`config.mk`:
```
export PLATFORM = sky130hd
export DESIGN_NAME = ir_pulse_capture
export DESIGN_NICKNAME = d
export VERILOG_FILES = /design/src/rtl/ir_cap_pkg.sv /design/src/rtl/ir_in_filter.sv /design/src/rtl/ir_tick_gen.sv /design/src/rtl/ir_symbol_meas.sv /design/src/rtl/ir_sym_fifo.sv /design/src/rtl/ir_pulse_capture.sv
export SDC_FILE = /design/constraint.sdc
export NUM_CORES = 2
export LEC_CHECK = 0
export BUFFER_PORTS_ARGS = -buffer_cell sky130_fd_sc_hd__clkbuf_2
export CAP_MARGIN = 20
export CORE_MARGIN = 1.5
export CORE_UTILIZATION = 33
export DETAILED_ROUTE_END_ITERATION = 8
export SLEW_MARGIN = 20
export SYNTH_ARGS = -nofsm -noshare
export SYNTH_HDL_FRONTEND = slang
export SYNTH_SLANG_ARGS = --single-unit
```
`constraint.sdc`:
```
create_clock -name clk -period 8.89 [get_ports clk]
set_input_delay 1.3335 -clock clk [delete_from_list [all_inputs] [get_ports clk]]
set_output_delay 1.3335 -clock clk [all_outputs]
set_load 0.02 [all_outputs]
```
`src/rtl/ir_cap_pkg.sv`:
```
// Shared definitions for the infrared pulse-width capture receiver:
// register word addresses, the config layout, the measurement phases
// and the interrupt flag bundle. Assumes 32-bit register data.
package ir_cap_pkg;

    localparam int SYM_W = 16;

    localparam logic [3:0] A_ENABLE = 4'd0;
    localparam logic [3:0] A_CONFIG = 4'd1;
    localparam logic [3:0] A_BUSY   = 4'd2;
    localparam logic [3:0] A_COUNT  = 4'd3;
    localparam logic [3:0] A_DATA   = 4'd4;
    localparam logic [3:0] A_MASK   = 4'd5;
    localparam logic [3:0] A_STATUS = 4'd6;
    localparam logic [3:0] A_CLEAR  = 4'd7;
    localparam logic [3:0] A_START  = 4'd8;

    localparam logic [31:0] CFG_RESET = 32'h3E80_0080;

    typedef struct packed {
        logic [15:0] max_width;
        logic [1:0]  fmt;
        logic [5:0]  level;
        logic        raw;
        logic [6:0]  freq;
    } cfg_t;

    typedef enum logic [1:0] {
        PH_IDLE = 2'd0,
        PH_LOW  = 2'd1,
        PH_HIGH = 2'd2
    } phase_e;

endpackage

```
`src/rtl/ir_in_filter.sv`:
```
// Input conditioning: two-flop synchroniser, three-sample majority vote,
// then edge detection on the filtered level. Both edges see the same
// latency, so measured durations equal input durations.
// Assumes the line idles high; all stages reset to 1.
module ir_in_filter (
    input  logic clk,
    input  logic rst_n,
    input  logic ir_in,
    output logic fall,
    output logic rise
);
    logic sync1, sync2, hist0, hist1, filt_q, filt_d, vote;

    // Majority of the newest three synchronised samples.
    always_comb vote = (sync2 & hist0) | (sync2 & hist1) | (hist0 & hist1);

    // Synchroniser, sample history and filtered level registers.
    always_ff @(posedge clk) begin
        if (!rst_n) begin
            sync1  <= 1'b1;
            sync2  <= 1'b1;
            hist0  <= 1'b1;
            hist1  <= 1'b1;
            filt_q <= 1'b1;
            filt_d <= 1'b1;
        end else begin
            sync1  <= ir_in;
            sync2  <= sync1;
            hist0  <= sync2;
            hist1  <= hist0;
            filt_q <= vote;
            filt_d <= filt_q;
        end
    end

    // Single-cycle edge strobes on the filtered level.
    always_comb begin
        fall = filt_d & ~filt_q;
        rise = ~filt_d & filt_q;
    end
endmodule

```
`src/rtl/ir_tick_gen.sv`:
```
// Measurement tick: divides the clock by (freq+1) for a 1 MHz strobe and
// by TICK_DIV again for the unit tick. A restart zeroes both stages so
// the first tick lands exactly one unit after the restart cycle.
module ir_tick_gen #(
    parameter int TICK_DIV = 10
) (
    input  logic       clk,
    input  logic       rst_n,
    input  logic       restart,
    input  logic [6:0] freq,
    output logic       tick
);
    localparam int DW = (TICK_DIV > 1) ? $clog2(TICK_DIV) : 1;

    logic [6:0]    pre_q;
    logic [DW-1:0] dec_q;
    logic          us_strobe;

    // Strobes from the two divider stages.
    always_comb begin
        us_strobe = (pre_q == freq);
        tick      = us_strobe && (dec_q == DW'(TICK_DIV - 1));
    end

    // Prescaler and decade counter, both cleared by restart.
    always_ff @(posedge clk) begin
        if (!rst_n || restart) begin
            pre_q <= '0;
            dec_q <= '0;
        end else if (us_strobe) begin
            pre_q <= '0;
            dec_q <= (dec_q == DW'(TICK_DIV - 1)) ? '0 : dec_q + 1'b1;
        end else begin
            pre_q <= pre_q + 1'b1;
        end
    end
endmodule

```
`src/rtl/ir_symbol_meas.sv`:
```
// Symbol measurement: counts ticks of the low phase, then of the high
// phase. Emits one word on the next falling edge, or when the high count
// reaches max_width (timeout, high half saturated). A tick in an edge
// cycle is not counted. Assumes edges alternate.
module ir_symbol_meas
    import ir_cap_pkg::*;
(
    input  logic               clk,
    input  logic               rst_n,
    input  logic               active,
    input  logic               fall,
    input  logic               rise,
    input  logic               tick,
    input  logic [SYM_W-1:0]   max_width,
    output logic               push,
    output logic [2*SYM_W-1:0] push_word,
    output logic               tmo_evt
);
    phase_e           phase_q;
    logic [SYM_W-1:0] low_q, high_q;
    logic             at_limit;

    // Would this tick carry the high count to the limit?
    always_comb at_limit = ({1'b0, high_q} + 1'b1) >= {1'b0, max_width};

    // Symbol completion decode.
    always_comb begin
        push      = 1'b0;
        tmo_evt   = 1'b0;
        push_word = {high_q, low_q};
        if (active && phase_q == PH_HIGH) begin
            if (fall) begin
                push = 1'b1;
            end else if (tick && at_limit) begin
                push      = 1'b1;
                tmo_evt   = 1'b1;
                push_word = {max_width, low_q};
            end
        end
    end

    // Phase sequencing and duration counters.
    always_ff @(posedge clk) begin
        if (!rst_n || !active) begin
            phase_q <= PH_IDLE;
            low_q   <= '0;
            high_q  <= '0;
        end else begin
            case (phase_q)
                PH_IDLE: if (fall) begin
                    phase_q <= PH_LOW;
                    low_q   <= '0;
                end
                PH_LOW: if (rise) begin
                    phase_q <= PH_HIGH;
                    high_q  <= '0;
                end else if (tick && low_q != '1) begin
                    low_q <= low_q + 1'b1;
                end
                PH_HIGH: if (fall) begin
                    phase_q <= PH_LOW;
                    low_q   <= '0;
                end else if (tmo_evt) begin
                    phase_q <= PH_IDLE;
                end else if (tick) begin
                    high_q <= high_q + 1'b1;
                end
                default: phase_q <= PH_IDLE;
            endcase
        end
    end
endmodule

```
`src/rtl/ir_sym_fifo.sv`:
```
// Receive FIFO in flops. A push into a full FIFO is refused (accept low)
// and the stored words are untouched. head shows the oldest word.
// flush empties it. Pointers wrap explicitly, so DEPTH need not be a
// power of two.
module ir_sym_fifo #(
    parameter int DEPTH = 64,
    parameter int W     = 32,
    localparam int AW   = (DEPTH > 1) ? $clog2(DEPTH) : 1,
    localparam int CNTW = $clog2(DEPTH + 1)
) (
    input  logic            clk,
    input  logic            rst_n,
    input  logic            flush,
    input  logic            push,
    input  logic [W-1:0]    wdata,
    input  logic            pop,
    output logic [W-1:0]    head,
    output logic [CNTW-1:0] count,
    output logic            full,
    output logic            accept
);
    logic [W-1:0]  mem [DEPTH];
    logic [AW-1:0] wr_q, rd_q;
    logic          pop_ok;

    // Occupancy decode.
    always_comb begin
        full   = (count == CNTW'(DEPTH));
        accept = push && !full;
        pop_ok = pop && (count != '0);
        head   = mem[rd_q];
    end

    // Storage write.
    always_ff @(posedge clk) begin
        if (accept) mem[wr_q] <= wdata;
    end

    // Pointers and occupancy.
    always_ff @(posedge clk) begin
        if (!rst_n || flush) begin
            wr_q  <= '0;
            rd_q  <= '0;
            count <= '0;
        end else begin
            if (accept) wr_q <= (wr_q == AW'(DEPTH - 1)) ? '0 : wr_q + 1'b1;
            if (pop_ok) rd_q <= (rd_q == AW'(DEPTH - 1)) ? '0 : rd_q + 1'b1;
            count <= count + CNTW'(accept) - CNTW'(pop_ok);
        end
    end
endmodule

```
`src/rtl/ir_pulse_capture.sv`:
```
// Top of the infrared pulse-width capture receiver. Holds the register
// port, enable/busy/start control, config, mask and the three sticky
// flags, and connects filter, tick generator, measurement and FIFO.
// Reads return data the cycle after reg_rd; a data read pops.
module ir_pulse_capture
    import ir_cap_pkg::*;
#(
    parameter int FIFO_DEPTH  = 64,
    parameter int TICK_DIV    = 10,
    parameter int INIT_CYCLES = 16
) (
    input  logic        clk,
    input  logic        rst_n,
    input  logic        ir_in,
    input  logic [3:0]  reg_addr,
    input  logic        reg_wr,
    input  logic        reg_rd,
    input  logic [31:0] reg_wdata,
    output logic [31:0] reg_rdata,
    output logic        irq
);
    localparam int CNTW = $clog2(FIFO_DEPTH + 1);
    localparam int BW   = $clog2(INIT_CYCLES + 1);

    logic            en_q, armed_q, busy, active;
    logic [BW-1:0]   busy_q;
    cfg_t            cfg_q;
    logic [2:0]      mask_q, flags_q, masked, set_vec, clr_vec;
    logic [31:0]     rd_val;
    logic            fall, rise, tick;
    logic            sym_push, sym_tmo;
    logic [31:0]     sym_word, fifo_head;
    logic [CNTW-1:0] fifo_count;
    logic            fifo_full, fifo_accept, pop_req;
    logic [CNTW:0]   count_after;

    // Control decode.
    always_comb begin
        busy    = (busy_q != '0);
        active  = en_q && armed_q && !busy;
        pop_req = reg_rd && reg_addr == A_DATA && fifo_count != '0;
        clr_vec = (reg_wr && reg_addr == A_CLEAR) ? reg_wdata[18:16] : 3'b000;
        masked  = flags_q & ~mask_q;
        irq     = |masked;
    end

    // Occupancy after this cycle, for the level comparison.
    always_comb begin
        count_after = {1'b0, fifo_count} + (CNTW+1)'(fifo_accept) - (CNTW+1)'(pop_req);
        set_vec[2]  = sym_push && fifo_full;
        set_vec[1]  = sym_tmo;
        set_vec[0]  = fifo_accept && (int'(count_after) > int'(cfg_q.level));
    end

    // Enable bit and initialisation busy counter.
    always_ff @(posedge clk) begin
        if (!rst_n) begin
            en_q   <= 1'b0;
            busy_q <= '0;
        end else begin
            if (reg_wr && reg_addr == A_ENABLE) en_q <= reg_wdata[0];
            if (reg_wr && reg_addr == A_ENABLE && reg_wdata[0] && !en_q)
                busy_q <= BW'(INIT_CYCLES);
            else if (busy)
                busy_q <= busy_q - 1'b1;
        end
    end

    // Start strobe arms capture until the block is disabled.
    always_ff @(posedge clk) begin
        if (!rst_n || !en_q)                        armed_q <= 1'b0;
        else if (reg_wr && reg_addr == A_START)     armed_q <= 1'b1;
    end

    // Config and mask registers.
    always_ff @(posedge clk) begin
        if (!rst_n) begin
            cfg_q  <= cfg_t'(CFG_RESET);
            mask_q <= 3'b111;
        end else begin
            if (reg_wr && reg_addr == A_CONFIG) cfg_q  <= cfg_t'(reg_wdata);
            if (reg_wr && reg_addr == A_MASK)   mask_q <= reg_wdata[2:0];
        end
    end

    // Sticky flags: a set in the same cycle wins over a clear.
    always_ff @(posedge clk) begin
        if (!rst_n || !en_q) flags_q <= 3'b000;
        else                 flags_q <= (flags_q & ~clr_vec) | set_vec;
    end

    // Read multiplexer.
    always_comb begin
        case (reg_addr)
            A_ENABLE: rd_val = {31'd0, en_q};
            A_CONFIG: rd_val = cfg_q;
            A_BUSY:   rd_val = {31'd0, busy};
            A_COUNT:  rd_val = 32'(fifo_count);
            A_DATA:   rd_val = (fifo_count != '0) ? fifo_head : 32'd0;
            A_MASK:   rd_val = {29'd0, mask_q};
            A_STATUS: rd_val = {5'd0, flags_q, 13'd0, masked, 8'd0};
            default:  rd_val = 32'd0;
        endcase
    end

    // Registered read data.
    always_ff @(posedge clk) begin
        if (!rst_n)      reg_rdata <= 32'd0;
        else if (reg_rd) reg_rdata <= rd_val;
    end

    ir_in_filter i_filter (
        .clk   (clk),
        .rst_n (rst_n),
        .ir_in (ir_in),
        .fall  (fall),
        .rise  (rise)
    );

    ir_tick_gen #(.TICK_DIV(TICK_DIV)) i_tick (
        .clk     (clk),
        .rst_n   (rst_n),
        .restart (fall || rise || !active),
        .freq    (cfg_q.freq),
        .tick    (tick)
    );

    ir_symbol_meas i_meas (
        .clk       (clk),
        .rst_n     (rst_n),
        .active    (active),
        .fall      (fall),
        .rise      (rise),
        .tick      (tick),
        .max_width (cfg_q.max_width),
        .push      (sym_push),
        .push_word (sym_word),
        .tmo_evt   (sym_tmo)
    );

    ir_sym_fifo #(.DEPTH(FIFO_DEPTH), .W(32)) i_fifo (
        .clk    (clk),
        .rst_n  (rst_n),
        .flush  (!en_q),
        .push   (sym_push),
        .wdata  (sym_word),
        .pop    (pop_req),
        .head   (fifo_head),
        .count  (fifo_count),
        .full   (fifo_full),
        .accept (fifo_accept)
    );
endmodule

```
* Yosys cells after proc, flatten, opt, wreduce, memory -nomap -nowiden *
Memory sizes are Yosys's and may differ from the RTL's. A register that Yosys moved wholly into a read port is not among the register bits.
Index checks and enable logic that the tools add are counted.

word-level totals
  memory bits (writable) = 2,048
  bits in registers = 147
  memories = 1
  input port bits = 41
  output and inout port bits = 33
  logic and storage cells = 158

memory list
  name        words  bits a word  rd ports  clocked after Yosys merged registers in  wr ports  RTL line           source
  i_fifo.mem  64     32           1         1                                        1         ir_sym_fifo.sv:22  logic [W-1:0] mem [DEPTH];

operators by class
  $lt $le $gt $ge = 2
  add/sub/neg operators = 12
  bitwise logic cells = 15
  reductions and logical operators = 43
  mux-type cells = 34
  equality and inequality tests = 25

operators with widths
  kind                   count
  $pmux 32 s7            1
  $mux 32                4
  $mux 16                7
  $pmux 16 s2            2
  $add 16x1->16 const B  2
  $mux 6                 4
  $logic_and 1x1->1      19
  $add 16x1->17 const B  1
  $ge 17x16->1           1
  $eq 4x3->1 const B     4
  $ne 16x16->1 const B   1
  $add 6x1->6 const B    2
  $eq 6x6->1 const B     2
  $mux 5                 2
  $ne 2x2->1 const B     5
  $add 7x1->8            1
  $eq 4x2->1 const B     2
  $eq 4x4->1 const B     2
  $gt 8x6->1             1
  $mux 2                 4
  $sub 8x1->8            1
  $add 7x1->7            1
  $add 7x1->7 const B    1
  $eq 7x7->1             1
  other kinds (31)       60

* Longest topological paths before layout *
  word-level depth = 12
  mapped depth = 30
  depth with buffers taken out = 26

* By module *
Synthesis repeated with hierarchy kept, for this count alone.

second synthesis, totals
  cell total of the unflattened synthesis = 4,493
  area total of the unflattened synthesis = 87,107.3 µm²

by module, submodules not included
  module            times used  cells each  seq. area each (µm²)  area an instance (µm²)
  ir_sym_fifo       1           3,620       61,999.5              79,776.5
  ir_pulse_capture  1           482         1,541.5               3,958.8
  ir_symbol_meas    1           310         680.7                 2,630.0
  ir_tick_gen       1           65          220.2                 564.3
  ir_in_filter      1           16          120.1                 177.7

* Least setup slack after synthesis *
Ideal clock, no wire load.

  path kind = register to register
  start point = register i_meas.high_q[0]
  end point = memory i_fifo.mem[0][25] (data pin)
  stages on the path, launching flop included = 16
  data arrival time = 5.717 ns
  setup time = 0.702 ns
  clock period less this slack = 6.420 ns
  data required time = 8.188 ns
  path slack = 2.470 ns
  path buffers = 2
  cells stage by stage = dfxtp_1 -> ha_1 -> nand4_2 -> nor3_1 -> and3_1 -> clkbuf_1 -> nand3_1 -> xnor2_1 -> ha_1 -> nand4_1 -> nor2_1 -> a211o_2 -> a211oi_1 -> and4b_1 -> clkbuf_1 -> o21ai_0

on the way
  longest elaborated chain between the ends = 6

RTL lines
  what                        RTL line              source
  start: declaration          ir_symbol_meas.sv:20  logic [SYM_W-1:0] low_q, high_q;
  start signal: assignment    ir_symbol_meas.sv:66  high_q <= high_q + 1'b1;
  $add 16x1->17               ir_symbol_meas.sv:24  always_comb at_limit = ({1'b0, high_q} + 1'b1) >= {1'b0, max_width};
  $ge 17x16->1                ir_symbol_meas.sv:24
  $logic_and 1x1->1           ir_symbol_meas.sv:34  end else if (tick && at_limit) begin
  $mux 32                     ir_symbol_meas.sv:34
  $mux 32                     ir_symbol_meas.sv:32  if (fall) begin
  $mux 32                     ir_symbol_meas.sv:31  if (active && phase_q == PH_HIGH) begin
  named net i_fifo.wdata[25]  ir_sym_fifo.sv:15     input logic [W-1:0] wdata,
  end: declaration            ir_sym_fifo.sv:22

The timed path passes the listed nets, and every way through them passes these cells.

* Worst setup path in the final report *
  start point = register i_meas.high_q[2]
  end point = register flags_q[0]

on the way
  longest elaborated chain between the ends = 12

RTL lines
  what                    RTL line                source
  $add 16x1->17 *         ir_symbol_meas.sv:24
  $ge 17x16->1 *          ir_symbol_meas.sv:24
  $logic_and 1x1->1 *     ir_symbol_meas.sv:34
  $mux 1 *                ir_symbol_meas.sv:34
  $mux 1 *                ir_symbol_meas.sv:32
  $mux 1 *                ir_symbol_meas.sv:31
  $logic_and 1x1->1 *     ir_sym_fifo.sv:29       accept = push && !full;
  named net fifo_accept   ir_pulse_capture.sv:34  logic fifo_full, fifo_accept, pop_req;
  $add 7x1->8             ir_pulse_capture.sv:49  count_after = {1'b0, fifo_count} + (CNTW+1)'(fifo_accept) - (CNTW+1)'(pop_req);
  $sub 8x1->8             ir_pulse_capture.sv:49
  $gt 8x6->1              ir_pulse_capture.sv:52  set_vec[0] = fifo_accept && (int'(count_after) > int'(cfg_q.level));
  $logic_and 1x1->1 *     ir_pulse_capture.sv:52
  $or 3x3->3 *            ir_pulse_capture.sv:89  else flags_q <= (flags_q & ~clr_vec) | set_vec;
  end signal: assignment  ir_pulse_capture.sv:89
  end: declaration        ir_pulse_capture.sv:28  logic [2:0] mask_q, flags_q, masked, set_vec, clr_vec;

Mark *: on every way through the listed nets, which the timed path passes. The rest lies on a longest branch.
A chain may end at the register's enable or synchronous reset.

==> results by group <==
Timing
  – Least-Margin Pin Slew: 1.18 ns
  – Max Clock Skew: 0.0758 ns
  – TNS Setup: 0 ns
  – Fin crit period: 6.44 ns
  – Max Slew Vio Count: 0
  – Max Freq: 155 MHz
  – Final Hold Violating Endpoints: 0
  – Worst slew margin: 0.210
  – WHS: 0.431 ns
  – Fin crit share: 0.725
  – Final WS setup: 2.45 ns
  – RSZ-0062 raised after global routing: false
  – Final setup vio count: 0

Route
  – Drt wl/cell: 29.2 um
  – Met3 Wirelength: 21.8 mm
  – Vias: 42,994
  – ANT nets after route: 0
  – Wl on met1: 97.6 mm
  – Number of iterations in the first detailed-routing pass: 6
  – Final wirelength: 231 mm
  – Met2 Wirelength: 107 mm
  – DRC: 0
  – Vias/cell: 5.44
  – Top Metal Used: met5
  – Initial DRC Count: 5,831

Finish
  – Area delta synth->final: 15.0%
  – Post-layout util: 0.383
  – Fin nets: 4,392
  – Layout cells sized above 1: 0.279

Clocking
  – Worst-skew pair later-pin latency: 0.87 ns
  – # H-tree levels: 4
  – Num CTS Buffers: 219
  – CTS root buf: clkbuf_16
  – Hold Buf Count CTS: 0
  – Setup repair bufs after CTS: 0
  – CTS-repair resized insts: 0
  – Clock transition at the registers of the reported paths: 0.06 ns
  – CTS Buffer Depth: 3
  – Sinks on Clock Net: 2,201
  – CTS tree: built

Run status
  – Status: complete, no violations

Place
  – Pre-CTS WS: 2.68 ns
  – I/O Buffers: 73
  – Dpl hpwl: 137 mm
  – GP Congestion: 0.852

Pwr
  – Leakage: 0.0239 uW
  – Peak supply drop: 0.220 mV
  – Power density cells: 210 mW/mm^2

Synth
  – Most frequent cell after synthesis: edfxtp_1
  – Cells after synthesis: 4,100
  – Ys Warns: 0
  – Post-synth EDFFs: 2,048
  – Sequential-to-total area share from yosys stat: 0.754
  – Avg Inst Size Synth: 20.9 um^2
  – Synth area leaders: edfxtp_1 (72%), mux4_2 (16%), dfxtp_1 (3.6%)
  – Dominant cell type by area after synthesis: edfxtp_1
  – Post-Syn Nets: 4,182
  – Post-synth top cells: edfxtp_1 (2,048), mux4_2 (590), dfxtp_1 (153), nor2_1 (140), nand2_1 (138)
  – Post-synth top area share: 0.718
  – Synth Flop Type: edfxtp_1
  – Mapped Area: 0.0856 mm^2
  – FFs w/ async S/R, synth: 0
  – Yosys cell types: 76
  – Seq cells post-synth: 2,201

Setup path
  – CP Launch Type: flip-flop
  – CP top delay family: simple AND/OR/NAND/NOR gates
  – Crit Path Max Fanout: 26
  – CP Buf/Inv Count: 4
  – Crit. End Element: flip-flop
  – CP max stage cell: nor3_1
  – Worst path arrival time: 7.11 ns
  – WP data required: 9.56 ns
  – Critical path type: flip-flop to flip-flop
  – Slowest stage delay, CP: 0.65 ns

Floorplanning
  – Starting Density: 0.333
  – Die ar.: 0.262 mm^2
  – I/O pin count: 74
  – Die Span X: 512 um
  – DIE HEIGHT: 512 um
  – Core area: 0.257 mm^2
  – Rows: 186

Global routing
  – Largest net degree at the start of global routing: 126
  – Vias in the first global route: 42,081
  – First-pass GRT wire length: 326 mm
  – Total GRT Usage: 0.174
  – Initial antenna violation count: 20
  – Total grt overflow: 0

Worst hold path
  – Hold crit path type: flip-flop to flip-flop

Job
  – Total of max-cap violations: 0
[flip-flops by register name (all words and copies together) (netlist names), 2 cells and up, named ones only]
| name | flops |
|---|---|
| i_fifo.mem | 2048 |
| cfg_q | 32 |
| reg_rdata | 32 |
| i_meas.high_q | 16 |
| i_meas.low_q | 16 |
| i_fifo.count | 7 |
| i_tick.pre_q | 7 |
| i_fifo.rd_q | 6 |
| i_fifo.wr_q | 6 |
| busy_q | 5 |
| i_tick.dec_q | 4 |
| flags_q | 3 |
| mask_q | 3 |
| i_meas.phase_q | 2 |
[worst reg2reg max path: cells and delay by family (launching register included)]
kind	cells	cell delay, ns
DFF	1	0.49
xor gates and xnor gates	1	0.16
adders and majority gates	4	1.07
AOI/OAI and AO/OA	8	1.97
and+or+nand+nor	9	2.00
buffers and inverters	4	0.57
[routing by layer]
layer	up-vias	track usage
met4	4	0.0394
met5	-	0
li1	17542	-
met1	23247	0.250
met3	277	0.0411
met2	1924	0.267
[cells by family after synthesis]
logic type,after synthesis,share of synthesized area
DFF,2201,0.754
muxes,666,0.164
and+or+nand+nor,518,0.0294
AOI/OAI and AO/OA,342,0.0271
buffers and inverters,282,0.0136
xor gates and xnor gates,50,0.00512
adders and majority gates,41,0.00608
[final cells by class]
cell class | instances | area [um^2]
clock inverter | 152 | 1650
tap | 3384 | 4230
antenna | 9 | 22.5
timing repair buffer | 215 | 1640
clock buffer | 263 | 5720
multi-input combinational | 1617 | 20400
sequential | 2201 | 64600
inverter | 56 | 210
fill | 23004 | 159000
[cell usage in the layout, fill, tap and decap left out, drive strengths merged, types with 6 or more instances in the layout]
master	count
edfxtp	2048
mux4	590
clkbuf	336
dfxtp	153
nor2	144
buf	142
nand2	138
clkinv	112
o21ai	75
inv	62
a21oi	61
nand3	60
mux2i	57
xnor2	40
ha	40
a21boi	33
a22oi	31
nor2b	31
nor3	30
o211ai	29
bufinv	29
a221oi	19
mux2	19
or3	17
nand4	16
and2	15
nand2b	13
a222oi	13
o22ai	13
a31oi	11
xor2	10
diode	9
and3	9
a22o	9
nor4	8
o31ai	8
or2	6
[through the flow]
stage / cells / cell area, um^2 / power [uW]
6_report: 7897 / 98500 / 20700
5_1_grt: 7889 / 98500 / 21300
4_1_cts: 7885 / 98400 / 20900
3_5_place_dp: 7470 / 91000 / 11500
3_3_place_gp: 7466 / 90900 / 11500
2_1_floorplan: 4100 / 85600 / 11500
[power breakdown]
group          internal [uW]  switching [uW]
sequential             11200            11.7
clock                   5440            3990
combinational           46.3            63.4
total                  16600            4060
[worst paths after layout]
| check | startpoint | to | slack [ns] | cells after the start |
|---|---|---|---|---|
| max | i_meas.high_q[2] | flags_q[0] | 2.45 | 26 |
| min | i_filter.sync1 | i_filter.sync2 | 0.43 | 1 |
| max reg2reg | i_meas.high_q[2] | flags_q[0] | 2.45 | 26 |
| min reg2reg | i_filter.sync1 | i_filter.sync2 | 0.43 | 1 |
No activity file was read; power rests on OpenSTA's default activity.
